[src/rtl/lbi_pkg.sv]
package lbi_pkg;
  localparam int unsigned DATA_W   = 16;
  localparam int unsigned BYTES    = DATA_W / 8;
  // word indices (byte address >> 1)
  localparam int unsigned WORD_SRC  = 0;
  localparam int unsigned WORD_MASK = 1;
endpackage

[src/rtl/lbi_sync.sv]
module lbi_sync #(
  parameter int unsigned WIDTH  = 16,
  parameter int unsigned STAGES = 2
) (
  input  logic             clk_i,
  input  logic             rst_ni,
  input  logic [WIDTH-1:0] async_i,
  output logic [WIDTH-1:0] sync_o
);
  logic [WIDTH-1:0] stage_q [STAGES];

  genvar s;
  generate
    for (s = 0; s < STAGES; s++) begin : g_stage
      logic [WIDTH-1:0] stage_d;
      if (s == 0) begin : g_first
        assign stage_d = async_i;
      end else begin : g_rest
        assign stage_d = stage_q[s-1];
      end
      always_ff @(posedge clk_i or negedge rst_ni) begin
        if (!rst_ni) stage_q[s] <= '0;
        else         stage_q[s] <= stage_d;
      end
    end
  endgenerate

  assign sync_o = stage_q[STAGES-1];
endmodule

[src/rtl/lbi_prio_enc.sv]
module lbi_prio_enc #(
  parameter int unsigned NUM_LINES = 16,
  parameter int unsigned CODE_W    = 16
) (
  input  logic [NUM_LINES-1:0] pend_i,
  output logic [CODE_W-1:0]    code_o
);
  // lowest index wins: scan from the top so lower indices overwrite
  always_comb begin
    code_o = '0;
    for (int i = NUM_LINES - 1; i >= 0; i--) begin
      if (pend_i[i]) code_o = CODE_W'((i + 1) << 2);
    end
  end
endmodule

[src/rtl/lbi_mask_reg.sv]
module lbi_mask_reg
  import lbi_pkg::*;
#(
  parameter logic [DATA_W-1:0] RESET_VAL = 16'h0010
) (
  input  logic               clk_i,
  input  logic               rst_ni,
  input  logic               wr_en_i,
  input  logic [BYTES-1:0]   be_i,
  input  logic [DATA_W-1:0]  wdata_i,
  output logic [DATA_W-1:0]  mask_o
);
  logic [DATA_W-1:0] mask_q, mask_d;

  always_comb begin
    mask_d = mask_q;
    for (int b = 0; b < BYTES; b++) begin
      if (be_i[b]) mask_d[b*8 +: 8] = wdata_i[b*8 +: 8];
    end
  end

  always_ff @(posedge clk_i or negedge rst_ni) begin
    if (!rst_ni)      mask_q <= RESET_VAL;
    else if (wr_en_i) mask_q <= mask_d;
  end

  assign mask_o = mask_q;
endmodule

[src/rtl/lbi_encoder.sv]
module lbi_encoder
  import lbi_pkg::*;
#(
  parameter int unsigned       NUM_LINES   = 16,
  parameter int unsigned       SYNC_STAGES = 2,
  parameter int unsigned       ADDR_W      = 4,
  parameter logic [DATA_W-1:0] MASK_RESET  = 16'h0010
) (
  input  logic                 clk_i,
  input  logic                 rst_ni,
  input  logic [NUM_LINES-1:0] irq_lines_i,
  input  logic [ADDR_W-1:0]    bus_addr_i,
  input  logic                 bus_rd_i,
  input  logic                 bus_wr_i,
  input  logic [BYTES-1:0]     bus_be_i,
  input  logic [DATA_W-1:0]    bus_wdata_i,
  output logic [DATA_W-1:0]    bus_rdata_o,
  output logic                 irq_o
);
  localparam int unsigned WORD_W = ADDR_W - 1;

  // reset: asserted asynchronously, released on a clock edge
  logic [1:0] rst_pipe_q;
  logic       rst_n;
  always_ff @(posedge clk_i or negedge rst_ni) begin
    if (!rst_ni) rst_pipe_q <= 2'b00;
    else         rst_pipe_q <= {rst_pipe_q[0], 1'b1};
  end
  assign rst_n = rst_pipe_q[1];

  // synchronized lines and status capture
  logic [NUM_LINES-1:0] sync_lines;
  logic [NUM_LINES-1:0] status_q;
  logic [DATA_W-1:0]    mask_q;
  logic [NUM_LINES-1:0] pend;
  logic [DATA_W-1:0]    src_code;

  lbi_sync #(.WIDTH(NUM_LINES), .STAGES(SYNC_STAGES)) u_sync (
    .clk_i  (clk_i),
    .rst_ni (rst_n),
    .async_i(irq_lines_i),
    .sync_o (sync_lines)
  );

  always_ff @(posedge clk_i or negedge rst_n) begin
    if (!rst_n) status_q <= '0;
    else        status_q <= sync_lines;
  end

  // register decode
  logic [WORD_W-1:0] word_idx;
  logic              sel_src, sel_mask, mask_wr;
  assign word_idx = bus_addr_i[ADDR_W-1:1];
  assign sel_src  = (word_idx == WORD_W'(WORD_SRC));
  assign sel_mask = (word_idx == WORD_W'(WORD_MASK));
  assign mask_wr  = bus_wr_i && sel_mask;

  lbi_mask_reg #(.RESET_VAL(MASK_RESET)) u_mask (
    .clk_i  (clk_i),
    .rst_ni (rst_n),
    .wr_en_i(mask_wr),
    .be_i   (bus_be_i),
    .wdata_i(bus_wdata_i),
    .mask_o (mask_q)
  );

  assign pend = status_q & mask_q[NUM_LINES-1:0];

  lbi_prio_enc #(.NUM_LINES(NUM_LINES), .CODE_W(DATA_W)) u_enc (
    .pend_i(pend),
    .code_o(src_code)
  );

  // combined request and read data: next-state then register
  logic              irq_d, irq_q;
  logic [DATA_W-1:0] rdata_d, rdata_q;

  always_comb begin
    irq_d   = |pend;
    rdata_d = '0;
    if (sel_src)       rdata_d = src_code;
    else if (sel_mask) rdata_d = mask_q;
  end

  always_ff @(posedge clk_i or negedge rst_n) begin
    if (!rst_n) irq_q <= 1'b0;
    else        irq_q <= irq_d;
  end

  always_ff @(posedge clk_i or negedge rst_n) begin
    if (!rst_n)        rdata_q <= '0;
    else if (bus_rd_i) rdata_q <= rdata_d;
  end

  assign irq_o       = irq_q;
  assign bus_rdata_o = rdata_q;
endmodule

[config.mk]
export PLATFORM = sky130hd
export DESIGN_NAME = lbi_encoder
export DESIGN_NICKNAME = d
export VERILOG_FILES = /design/src/rtl/lbi_pkg.sv /design/src/rtl/lbi_sync.sv /design/src/rtl/lbi_prio_enc.sv /design/src/rtl/lbi_mask_reg.sv /design/src/rtl/lbi_encoder.sv
export SDC_FILE = /design/constraint.sdc
export NUM_CORES = 1
export LEC_CHECK = 0
export ABC_AREA = 1
export BUFFER_PORTS_ARGS = -buffer_cell sky130_fd_sc_hd__buf_2
export CAP_MARGIN = 20
export CORE_ASPECT_RATIO = 0.75
export CORE_MARGIN = 2
export CORE_UTILIZATION = 35
export DETAILED_ROUTE_END_ITERATION = 6
export HOLD_SLACK_MARGIN = 0.15
export PLACE_DENSITY = 0.67
export SYNTH_ARGS = -nofsm -noshare
export SYNTH_HDL_FRONTEND = slang
export SYNTH_SLANG_ARGS = --single-unit
[constraint.sdc]
create_clock -name clk_i -period 2.3 [get_ports clk_i]
set_input_delay 0.115 -clock clk_i [delete_from_list [all_inputs] [get_ports clk_i]]
set_output_delay 0.115 -clock clk_i [all_outputs]
set_load 0.005 [all_outputs]
==> flow_summary.toml <==
[setup_path]
startpoint_type = "input pin"
crit_fanout = 12
slowest_delay_ns = 0.55
crit_buf_inv = 3
crit_chain = "dlygate4sd3_1 -> buf_2 -> nand2_1 -> clkinv_1 -> nand3_2 -> mux2_2"
cpLargestDelayFamily = "buffers and inverters"
endpoint_kind = "register"
slowest_stage = "dlygate4sd3_1"
crit_arrival_ns = 1.96
cp_data_required_time_ns = 2.54
path_class = "input pin to register"

[grt]
grt_max_degree = 42
grt_antenna_before_repair = 0
grt_pass1_vias = 1828
grt_pass1_wl_um = 8750
grt_overflow = 0
grt_util_all_layers_pct = 13.7

[timing]
tns_ns = 0
rsz0062_at_grt = "no"
final_hold_viol_count = 0
fmax_ghz = 0.581
setup_viol = 0
fin_crit_sh_pct = 74.8
drv_slew = 0
finalClockSkew_ns = 0.00752
max-slew-margin-rel_pct = 66.0
fin_crit_ns = 1.72
worst_pin_slew_ns = 0.510
hold-worst-slack_ns = 0.210

[layout]
area_growth_pct = 35.5
n_antenna_cell = 0
fin_nets = 368
fin_area_um2 = 3790
drive_gt1_share_pct = 29.6

[detailed_routing]
drc = 0
postRouteWirelength_um = 5230
avgRoutedWirePerCell_um = 12.0
antenna_left = 0
vias_per_cell = 4.34
drtIter0Drc = 102
via_count = 1891
dr.pass1.iters = 7

[synthesis]
synth.most_common_cell = "dfrtp_1"
synth_edf_count = 0
synth_cell_types = 22
synth_area_leaders = "dfrtp_1, nand2_1, mux2_2"
yosysWarnings = 0
synth_top_area_share_pct = 73.4
synthesis.nets = 265
syn_area_um2 = 2800
yosys_register_bits = 83
netlist_instances = 223
yosysTopAreaCell = "dfrtp_1"
synthArstFlopShare_pct = 100
synth_commonest_cells = "dfrtp_1, nand2_1, mux2_2"
syn_avg_cell_area_um2 = 12.5
synth_flop_cell = "dfrtp_1"
ys_seq_area_share_pct = 74.3

[cts]
cts.path.max_buffers = 2
cts.clk_slew.worst_paths_ns = 0.08
cts-root-buf = "clkbuf_8"
cts_resized = 0
cts_tree = "built"
h-tree-depth = 3
post-cts-setup-buffers = 0
clock_latency_ns = 0.35
cts_buffers = 9
cts_num_sinks = 83

[die]
die_y_um = 81.4
start_util_pct = 35.8
die-area_um2 = 8730
fp.dieW_um = 107
core_um2 = 7810
rows = 28
ioPinCount = 59

[power_and_ir_drop]
power.ir.vdd_worst_v = 0.000473
cellPowerDensity_nw_per_um2 = 821
p_total_uw = 3110
leakage_uw = 0.00185

[placement]
hpwl_um = 3710
port_buffers = 57
dpl-instance-area_um2 = 3220
gp_congestion = 0.853

[outcome]
status = "complete, no violations"

[flow_run]
drv_cap = 0

[min_path]
worstHoldPathType = "input pin to register"
-- metrics by stage --
stage | std cells | util, % | setup WS (ns)
6_report | 436 | 48.5 | 0.579
5_1_grt | 436 | 48.5 | 0.486
4_1_cts | 436 | 48.5 | 0.592
3_5_place_dp | 384 | 41.3 | 0.746
3_3_place_gp | 384 | 41.3 | 0.769
2_1_floorplan | 223 | - | 0.896
-- timing repair --
item | in CTS | in global routing
hold endpoints to repair | 35 | 0
hold buffers | 36 | 0
endpoints found under the setup margin | 0 | 0
-- final cells by class --
type                    count  area [um2]
flip-flops and latches     83        2080
repair buffers             96         668
clock buffers               9         124
clock inverters             7        81.3
inverters                   7        26.3
multi-input cells         129         676
fillers                   728        4020
well taps                 105         131
-- worst paths after layout --
check                                  start          endpoint  slack (ns)  depth (start not counted)
min in group asynchronous      rst_pipe_q[1]      status_q[11]        0.31                          0
max reg2reg                u_mask.mask_o[14]    bus_rdata_o[2]        0.84                         18
min                                 bus_rd_i    bus_rdata_o[9]        0.21                          3
min reg2reg                    rst_pipe_q[1]      status_q[11]        0.31                          0
max in group asynchronous      rst_pipe_q[1]  u_sync.sync_o[8]        1.40                          1
max                            bus_addr_i[1]  u_mask.mask_o[6]        0.58                          6
-- per-layer routing --
layer / vias up / routed length [um] / global-route usage [%]
met3: 7 / 437 / 5.63
met1: 884 / 2460 / 18.5
met5: - / 0 / 0
li1: 924 / - / -
met4: 0 / 57 / 5.45
met2: 76 / 2280 / 19.7
-- registers in the layout, indices dropped and copies added, names as in the netlist --
name / cells
u_sync.g_stage.stage_d: 16
irq_o: 1
status_q: 16
rst_pipe_q: 2
bus_rdata_o: 16
u_mask.mask_o: 16
u_sync.sync_o: 16
-- power by group --
part	total [uW]	internal [uW]	switching (uW)
Combinational	368	188	180
Sequential	1690	1590	101
Clock	1050	520	532
-- placed cells by master, fill, tap and decap left out --
cell type	n
clkinv_2	1
a31oi_1	3
inv_6	3
o311ai_0	1
nor2_1	12
buf_2	57
buf_4	3
dfrtp_4	1
clkbuf_8	9
o21ai_0	12
inv_8	1
dlygate4sd3_1	36
nand3_1	2
and2_1	1
conb_1	1
dfrtp_1	81
a21oi_2	1
inv_1	6
nand2_1	70
nand4_1	1
nor3_1	4
a221oi_1	1
nand3_2	2
clkinv_4	1
a21oi_1	1
bufinv_16	1
mux2_2	16
clkinv_1	1
dfstp_2	1
nand2_4	1
-- cell families after synthesis --
group                  synth area share (%)
DFF                                    74.3
AOI/OAI and AO/OA                      3.94
other                                 0.134
and+or+nand+nor                        13.6
buffers and inverters                  1.52
muxes                                  6.44
-- worst register-to-register path, delay by kind of cell (launching register included) --
| family | cells | cell delay [ns] |
|---|---|---|
| and+or+nand+nor | 16 | 0.87 |
| DFF | 1 | 0.40 |
| AOI/OAI and AO/OA | 1 | 0.05 |
| buffers and inverters | 1 | 0.04 |
Note: power is estimated with default switching activity, not from simulation.
